File: config.mk
export PLATFORM = sky130hd
export DESIGN_NAME = dac_cmd_rx
export DESIGN_NICKNAME = d
export VERILOG_FILES = /design/src/rtl/dac_cmd_pkg.sv /design/src/rtl/dac_rx_sync.sv /design/src/rtl/dac_rx_framer.sv /design/src/rtl/dac_rx_regs.sv /design/src/rtl/dac_cmd_rx.sv
export SDC_FILE = /design/constraint.sdc
export NUM_CORES = 1
export LEC_CHECK = 0
export CAP_MARGIN = 20
export CORE_ASPECT_RATIO = 0.75
export CORE_MARGIN = 2
export CORE_UTILIZATION = 53
export CTS_CLUSTER_DIAMETER = 120
export DETAILED_ROUTE_END_ITERATION = 12
export GPL_TIMING_DRIVEN = 0
export PLACE_DENSITY_LB_ADDON = 0.15
export SLEW_MARGIN = 20
export SYNTH_ARGS = -nofsm -noshare
export SYNTH_HDL_FRONTEND = slang
export SYNTH_SLANG_ARGS = --single-unit
File: constraint.sdc
create_clock -name clk_i -period 1.9 [get_ports clk_i]
set_input_delay 0.285 -clock clk_i [delete_from_list [all_inputs] [get_ports clk_i]]
set_output_delay 0.285 -clock clk_i [all_outputs]
set_load 0.02 [all_outputs]
File: src/rtl/dac_cmd_pkg.sv
package dac_cmd_pkg;
  localparam int CTRL_W  = 4;
  localparam int CODE_W  = 10;
  localparam int TRAIL_W = 2;
  localparam int WORD_W  = CTRL_W + CODE_W + TRAIL_W;
  localparam int NUM_CH  = 2;

  typedef logic [CODE_W-1:0] code_t;

  typedef struct packed {
    logic [CTRL_W-1:0]  ctrl;
    code_t              code;
    logic [TRAIL_W-1:0] trail;
  } cmd_word_t;
endpackage

File: src/rtl/dac_rx_sync.sv
module dac_rx_sync #(
  parameter int              STAGES  = 2,
  parameter int              WIDTH   = 1,
  parameter logic [WIDTH-1:0] RST_VAL = '0
) (
  input  logic             clk_i,
  input  logic             rst_ni,
  input  logic [WIDTH-1:0] d_i,
  output logic [WIDTH-1:0] q_o
);
  logic [STAGES-1:0][WIDTH-1:0] pipe_q;

  always_ff @(posedge clk_i or negedge rst_ni) begin
    if (!rst_ni) pipe_q <= {STAGES{RST_VAL}};
    else         pipe_q <= {pipe_q[STAGES-2:0], d_i};
  end

  assign q_o = pipe_q[STAGES-1];
endmodule

File: src/rtl/dac_rx_framer.sv
module dac_rx_framer import dac_cmd_pkg::*; (
  input  logic      clk_i,
  input  logic      rst_ni,
  input  logic      cs_ni,
  input  logic      sclk_i,
  input  logic      din_i,
  output cmd_word_t word_o,
  output logic      valid_o
);
  localparam int               CNT_W = $clog2(WORD_W + 1);
  localparam logic [CNT_W-1:0] FULL  = CNT_W'(WORD_W);
  localparam logic [CNT_W-1:0] LAST  = CNT_W'(WORD_W - 1);

  logic              sclk_q;
  logic [CNT_W-1:0]  cnt_q;
  logic [WORD_W-1:0] sr_q;
  logic              valid_q;
  logic              shift_en;

  // falling edge of the synchronised clock, frame open and not yet full
  assign shift_en = sclk_q & ~sclk_i & ~cs_ni & (cnt_q != FULL);

  always_ff @(posedge clk_i or negedge rst_ni) begin
    if (!rst_ni) begin
      sclk_q  <= 1'b0;
      cnt_q   <= '0;
      sr_q    <= '0;
      valid_q <= 1'b0;
    end else begin
      sclk_q  <= sclk_i;
      valid_q <= 1'b0;
      if (cs_ni) begin
        cnt_q <= '0;
      end else if (shift_en) begin
        sr_q    <= {sr_q[WORD_W-2:0], din_i};
        cnt_q   <= cnt_q + 1'b1;
        valid_q <= (cnt_q == LAST);
      end
    end
  end

  assign word_o  = cmd_word_t'(sr_q);
  assign valid_o = valid_q;
endmodule

File: src/rtl/dac_rx_regs.sv
module dac_rx_regs import dac_cmd_pkg::*; (
  input  logic      clk_i,
  input  logic      rst_ni,
  input  logic      valid_i,
  input  cmd_word_t word_i,
  output logic      ref_int_o,
  output code_t     code_o  [NUM_CH],
  output logic      range_o [NUM_CH],
  output logic      upd_o   [NUM_CH]
);
  logic accept;
  logic ref_hit;
  logic ref_q;

  assign accept  = valid_i && (word_i.trail == '0);
  // ctrl = x000 : reference select, bit 3 picks internal
  assign ref_hit = accept && (word_i.ctrl[CTRL_W-2:0] == '0);

  always_ff @(posedge clk_i or negedge rst_ni) begin
    if (!rst_ni)      ref_q <= 1'b0;
    else if (ref_hit) ref_q <= word_i.ctrl[CTRL_W-1];
  end
  assign ref_int_o = ref_q;

  // ctrl = 0 sel[1:0] r : sel bit per channel, r = range
  for (genvar ch = 0; ch < NUM_CH; ch++) begin : g_ch
    logic  hit;
    code_t code_q;
    logic  range_q;
    logic  upd_q;

    assign hit = accept && !word_i.ctrl[CTRL_W-1] && word_i.ctrl[ch+1];

    always_ff @(posedge clk_i or negedge rst_ni) begin
      if (!rst_ni) begin
        code_q  <= '0;
        range_q <= 1'b0;
        upd_q   <= 1'b0;
      end else begin
        upd_q <= hit;
        if (hit) begin
          code_q  <= word_i.code;
          range_q <= word_i.ctrl[0];
        end
      end
    end

    assign code_o[ch]  = code_q;
    assign range_o[ch] = range_q;
    assign upd_o[ch]   = upd_q;
  end
endmodule

File: src/rtl/dac_cmd_rx.sv
module dac_cmd_rx import dac_cmd_pkg::*; #(
  parameter int SYNC_STAGES = 2
) (
  input  logic              clk_i,
  input  logic              rst_ni,
  input  logic              cs_ni,
  input  logic              sclk_i,
  input  logic              din_i,
  output logic              ref_int_o,
  output logic [CODE_W-1:0] code_a_o,
  output logic [CODE_W-1:0] code_b_o,
  output logic              range_hi_a_o,
  output logic              range_hi_b_o,
  output logic              upd_a_o,
  output logic              upd_b_o
);
  logic [2:0] pins_s;
  cmd_word_t  word;
  logic       word_vld;
  code_t      code   [NUM_CH];
  logic       range_f[NUM_CH];
  logic       upd    [NUM_CH];

  dac_rx_sync #(.STAGES(SYNC_STAGES), .WIDTH(3), .RST_VAL(3'b100)) u_sync (
    .clk_i (clk_i),
    .rst_ni(rst_ni),
    .d_i   ({cs_ni, sclk_i, din_i}),
    .q_o   (pins_s)
  );

  dac_rx_framer u_framer (
    .clk_i  (clk_i),
    .rst_ni (rst_ni),
    .cs_ni  (pins_s[2]),
    .sclk_i (pins_s[1]),
    .din_i  (pins_s[0]),
    .word_o (word),
    .valid_o(word_vld)
  );

  dac_rx_regs u_regs (
    .clk_i    (clk_i),
    .rst_ni   (rst_ni),
    .valid_i  (word_vld),
    .word_i   (word),
    .ref_int_o(ref_int_o),
    .code_o   (code),
    .range_o  (range_f),
    .upd_o    (upd)
  );

  assign code_a_o     = code[0];
  assign code_b_o     = code[1];
  assign range_hi_a_o = range_f[0];
  assign range_hi_b_o = range_f[1];
  assign upd_a_o      = upd[0];
  assign upd_b_o      = upd[1];
endmodule

==> results.toml, run 1 <==
[synth]
yosys_warnings = 0
synthesis.nets = 140
gate_count_after_technology_mapping = 132
seq_area_frac_synth_pct = 63.1
synth_area_per_cell_um2 = 16.3
synth_area_um2 = 2150
synth_top_area_share_pct = 60.6
yosys_register_bits = 54
synthDistinctLibCells = 24
synth.top_cells.by_area = "dfrtp_1, mux2_4, mux2_2"
synth_area_leader_cell = "dfrtp_1"

[pwr]
static-leakage-power_uw = 0.00128
pwr_density_cell_nw_per_um2 = 801
maximum_ir_drop_on_the_vdd_rail_mv = 0.470

[timing]
fmax_mhz = 562
fin_crit_sh_pct = 93.6
tightestPinTransition_ns = 0.654
slew_viol_final = 0
period_minus_slack_ns = 1.78
hold_viol = 6
finalSetupViolCount = 0
fin_skew_ns = 0.00611
grt_setup_unrepaired = "no"
timing.final.ws_setup_ns = 0.122
timing.slew.headroom_pct = 56.4
fin_setup_tns_ns = 0
worst_hold_margin_ns = -0.0124

[run_status]
run_status = "complete, but fails checks"
violations = "hold timing"

[floorplan]
ios = 30
die_h_um = 59.1
initial_utilization_pct = 54.0
core_um2 = 3980
chipWidth_um = 77.5
die-area_um2 = 4580
rows = 20

[global_routing]
first_global_vias = 1210
antenna_violations_before_repair = 0
grt_overflow_total = 0
grt_first_pass_wirelength_mm = 5.62
grt_max_degree = 55
grt.total_usage_pct = 16.5

[worst_setup_path]
reg2reg_from = "u_framer.cnt_q[1]"
worst_r2r_path_depth = 6
worstSetupEndpoint = "u_framer.word_o[8]"
timing.critical_path.from = "u_framer.cnt_q[1]"
timing.critical_path.required_ns = 2.09
worst_r2r_endpoint = "u_framer.word_o[8]"
timing.reg2reg.setup_slack_ns = 0.12
max_fo_critical_path = 10
path_class = "register to register"
cp_data_arrival_time_ns = 1.96
worst_setup_path_start_kind = "register"
setup.worst_path.end_class = "register"

[placed_design]
dp.final_hpwl_mm = 2.29
numPlacedInstances = 216
detailed_place.area_um2 = 2500
globalplace.congestion = 0.722
post-place-ws_ns = 0.143
port-buffer-count = 29

[hold_path]
hold_class = "input port to asynchronous set/reset pin"

[clock_tree]
cts-buffers-inserted = 5
cts_resized = 0
cts_tree = "built"
cts-htree-levels = 2
clock_sinks = 54
number_of_setup_buffers_added_after_cts = 0
cts_hold_buf = 0
clk_path_buf_depth = 2
cts_root_buf = "clkbuf_8"
clk-insertion-delay-late_ns = 0.30
cts.reportedPaths.clkPinSlew_ns = 0.09

[routing]
final_antenna_net_count = 0
wirelength_mm = 3.29
drt-wirelength-per-cell_um = 14.7
vias_per_cell = 5.14
drcViolationCount = 0
routed-via-count = 1151
first_iter_violations = 56
iteration_count_of_the_initial_detailed_routing_pass = 4

[run]
drv_cap = 0

[layout]
finish.instance_area_um2 = 2580
fillers = 293
post_route_cells_drive_above_1_share_pct = 33.1
layout.area.seq_um2 = 1350
instances_no_fill = 224
antenna_cells_inserted = 0
area_taken_by_multi_input_logic_gates_um2 = 737
num-nets-final = 176
area_growth_pct = 20.3
## worst min-delay path by stage
| stage | startpoint | end | slack [ns] |
|---|---|---|---|
| 6_report | rst_ni | u_regs.g_ch[0].code_q[2] | -0.01 |
| 5_1_grt | rst_ni | u_regs.g_ch[0].code_q[8] | 0.06 |
| 4_1_cts | rst_ni | u_regs.g_ch[1].code_q[3] | 0.03 |
| 3_5_place_dp | u_sync.pipe_q[1] | u_sync.q_o[1] | 0.34 |
| 3_3_place_gp | u_sync.pipe_q[1] | u_sync.q_o[1] | 0.33 |
| 2_1_floorplan | rst_ni | u_framer.cnt_q[0] | -0.01 |
## worst max-delay path, cell delays in order (launching register included)
cell and delay, ns:
dfrtp_1 0.41, inv_1 0.10, ha_1 0.18, nand4bb_1 0.22, nand2_2 0.23, buf_6 0.18, mux2_2 0.34
## kinds of logic (layout without fill, tap and decap cells)
group | after synthesis | count (layout) | share of synthesized area (%)
flops | 54 | 54 | 63.1
simple gates | 21 | 21 | 6.93
mux | 40 | 40 | 24.1
fa+ha+maj | 3 | 3 | 1.75
buf+inv | 9 | 46 | 2.62
compound gates | 5 | 5 | 1.52
## routing by layer
layer | wire length, um | part of all wire (%) | global-route usage, %
met1 | 1600 | 49 | 22.3
met2 | 1540 | 47 | 25.5
met3 | 94 | 2.9 | 4.12
met4 | 58 | 1.8 | 8.42
met5 | 0 | 0 | 0
## placed cells by master (no fill, tap or decap), types with 2 or more instances in the layout
cell type and count:
dfrtp_1 52, clkdlybuf4s50_1 28, mux2_2 22, mux2_4 18
inv_1 6, clkbuf_8 5, nand2_2 3, buf_6 3
nand4_1 3, ha_1 3, clkbuf_1 3, and3_1 2
nor2b_1 2, o21ai_0 2, nor2_1 2, nand2_1 2
dfstp_2 2
## synth_stat cells, drive strengths merged
library cell and n:
dfrtp 52, mux2 40, inv 6, nand2 5, buf 3, ha 3
nand4 3, and3 2, dfstp 2, nor2 2, nor2b 2, nor3b 2
o21ai 2, a21oi 1, a32o 1, and2 1, nand3 1, nand4bb 1
nor3 1, nor4b 1, o31ai 1
## metrics by stage
step	total power, uW	util [%]
3_3_place_gp	1490	63.0
2_1_floorplan	1430	-
4_1_cts	2100	64.9
5_1_grt	2180	64.9
3_5_place_dp	1500	62.9
6_report	2070	64.9
## sequential cells by signal, summed over array words and instances, names as in the netlist
signal	count
u_framer.valid_o	1
u_framer.cnt_q	5
u_framer.word_o	16
u_regs.g_ch.code_q	20
u_regs.g_ch.range_q	2
u_sync.pipe_q	3
u_regs.g_ch.upd_q	2
u_regs.ref_int_o	1
u_sync.q_o	3
u_framer.sclk_q	1
## final cells by class
class	instances	area share, %
well taps	55	2.66
clock buffers	8	3.10
flip-flops and latches	54	52.4
inverters	6	0.872
multi-input cells	69	28.5
plain buffers	3	1.31
repair buffers	29	11.1
## power breakdown
group / internal [uW] / switching [uW]
Combinational: 83.6 / 59.1
Sequential: 1240 / 91.4
Clock: 263 / 336
(Power assumes the default switching activity.)
==> run 2: changes to the inputs <==
--- a/config.mk
+++ b/config.mk
@@ -5,6 +5,8 @@
 export SDC_FILE = /design/constraint.sdc
 export NUM_CORES = 1
 export LEC_CHECK = 0
+export ABC_AREA = 1
+export ABC_CLOCK_PERIOD_IN_PS = 1900
 export CAP_MARGIN = 20
 export CORE_ASPECT_RATIO = 0.75
 export CORE_MARGIN = 2
==> run 2 against run 1 <==
The flow now finishes without violations. Wire length is 13% higher. Cell count grew 32%. Core utilization rose by 3.2 points. Worst setup slack improved by 0.18 ns. Hold slack improved by 0.018 ns. Critical endpoint is now code_b_o[9].
==> results.toml, run 2 <==
[pwr]
clockPowerShare_pct = 31.7
maximum_ir_drop_on_the_vdd_rail_mv = 0.671
p_comb_share_pct = 7.3
switchingPower_uw = 482
power.total_uw = 2030
pwr_density_cell_nw_per_um2 = 802
seqPwrFrac_pct = 60.9
static-leakage-power_uw = 0.00117
power.internal_uw = 1550
power.switching_fraction_pct = 23.8

[synth]
synth.top_cells.by_area = "dfrtp_1, nand2_1, o21ai_1"
yosys_register_bits = 54
yosysMostFrequentCell = "nand2_1"
async_reset_ff_share_pct = 100
synth_area_um2 = 2080
synth_area_per_cell_um2 = 10.1
synth_area_leader_cell = "dfrtp_1"
synth_top_area_share_pct = 62.5
yosys_warnings = 0
synth_flop_cell = "dfrtp_1"
synth.cells.most_frequent = "nand2_1, dfrtp_1, o21ai_1, inv_1"
synthesis.nets = 214
number_of_flops_mapped_to_enable_cells_by_yosys = 0
synthDistinctLibCells = 21
gate_count_after_technology_mapping = 206
seq_area_frac_synth_pct = 65.1

[timing]
timing.slew.headroom_pct = 56.9
grt_setup_unrepaired = "no"
hold_viol = 0
finalSetupViolCount = 0
slew_viol_final = 0
period_minus_slack_ns = 1.60
fin_crit_sh_pct = 84.3
fin_skew_ns = 0.00870
fmax_mhz = 624
tightestPinTransition_ns = 0.647
fin_setup_tns_ns = 0

[clock_tree]
clk_path_buf_depth = 2
cts-htree-levels = 2
cts_tree = "built"
cts.reportedPaths.clkPinSlew_ns = 0.09
cts-buffers-inserted = 5
cts_resized = 0
cts_root_buf = "clkbuf_8"
clk-insertion-delay-late_ns = 0.30
number_of_setup_buffers_added_after_cts = 0
cts_hold_buf = 0
clock_sinks = 54

[hold_path]
hold_class = "input port to asynchronous set/reset pin"

[run_status]
run_status = "completed"

[placed_design]
globalplace.congestion = 0.748
detailed_place.area_um2 = 2430
port-buffer-count = 29
dp.final_hpwl_mm = 2.56

[floorplan]
ios = 30
initial_utilization_pct = 56.1
die-area_um2 = 4450
die_h_um = 58.3
chipWidth_um = 76.4
rows = 19
core_um2 = 3710

[routing]
final_antenna_net_count = 0
iteration_count_of_the_initial_detailed_routing_pass = 5
first_iter_violations = 65
vias_per_cell = 4.80
drcViolationCount = 0
routed-via-count = 1417
wirelength_mm = 3.73
drt-wirelength-per-cell_um = 12.6

[layout]
post_route_cells_drive_above_1_share_pct = 12.3
final_cell_mix = "nand2_1, dfrtp_1, o21ai_1"
num-nets-final = 250
finish.instance_area_um2 = 2530
registers.top_by_ff_count = "u_regs.g_ch.code_q"
area_growth_pct = 21.5
antenna_cells_inserted = 0
largest_register_ffs = 20
layout.cells.most_common = "nand2_1"

[worst_setup_path]
cell_type_of_the_slowest_stage_on_the_worst_timing_path = "clkdlybuf4s50_1"
max_fo_critical_path = 2
worst_setup_path_start_kind = "register"
timing.critical_path.required_ns = 1.62
critical-path-max-stage-delay_ns = 0.63
cp_cell_sequence = "clkdlybuf4s50_1"
cp_data_arrival_time_ns = 1.32
timing.critical_path.buf_inv = 1
timing.critical_path.max_delay_family = "buffers and inverters"
setup.worst_path.end_class = "primary output"
path_class = "register to primary output"

[global_routing]
first_global_vias = 1368
antenna_violations_before_repair = 0
grt_max_degree = 55
grt.total_usage_pct = 19.7
grt_first_pass_wirelength_mm = 6.75
grt_overflow_total = 0

[run]
drv_cap = 0
run 2: changes by cell type after synthesis, sizes merged, moves of 5 or more:
cell,previous run,this run
buf,3,8
inv,6,23
mux2,40,0
nand2,5,65
nand3,1,8
o21ai,2,35
run 2: power groups by stage:
stage / sequential, uW / combinational (uW) / clock (uW)
2_1_floorplan: 1250 / 96.2 / 0
3_3_place_gp: 1260 / 147 / 0
3_5_place_dp: 1260 / 151 / 0
4_1_cts: 1240 / 153 / 661
5_1_grt: 1240 / 174 / 708
6_report: 1240 / 149 / 644
run 2: cell type report:
class	count	area [um^2]
sequential	54	1350
fill	317	1180
multi-input combinational	121	583
timing repair buffer	29	288
inverter	23	86.3
clock buffer	6	82.6
tap	52	65.1
buffer	8	57.6
clock inverter	2	12.5
run 2: final timing paths:
path                            slack [ns]                      from  cells after the start                       end
worst max-delay path                  0.30  u_regs.g_ch[1].code_q[9]                      1               code_b_o[9]
worst min-delay path                 0.006                    rst_ni                      1         u_framer.cnt_q[3]
worst max register to register        0.58         u_framer.cnt_q[0]                      8       u_framer.word_o[15]
worst min register to register        0.35          u_sync.pipe_q[0]                      0             u_sync.q_o[0]
max in group asynchronous             1.47                    rst_ni                      1  u_regs.g_ch[1].code_q[7]
min in group clk_i                    0.35          u_sync.pipe_q[0]                      0             u_sync.q_o[0]
run 2: cells by family after synthesis:
| logic type | count (synthesis) | share of synthesized area, % |
|---|---|---|
| buf+inv | 31 | 6.92 |
| simple gates | 81 | 16.6 |
| fa+ha+maj | 3 | 1.80 |
| xor+xnor | 1 | 0.421 |
| compound gates | 36 | 9.20 |
| flops | 54 | 65.1 |
run 2: layer usage:
metal  global-route usage (%)  part of all wire [%]  up-vias
li1                         -                     -      721
met3                     4.21                   3.4        4
met4                     7.79                   1.2        0
met5                        0                     0        -
met2                     28.4                    42       29
met1                     29.7                    53      663
run 2: through the flow:
stage | setup WS (ns) | std cells | utilization [%] | hold WS [ns]
after detailed placement | 0.586 | 287 | 65.6 | 0.336
final | 0.298 | 295 | 68.2 | 0.00583
after global placement | -1.03 | 287 | 65.7 | 0.333
after floorplan | 0.708 | 206 | - | -0.0106
after CTS | 0.291 | 295 | 68.2 | 0.0301
after global routing | 0.258 | 295 | 68.2 | 0.0663
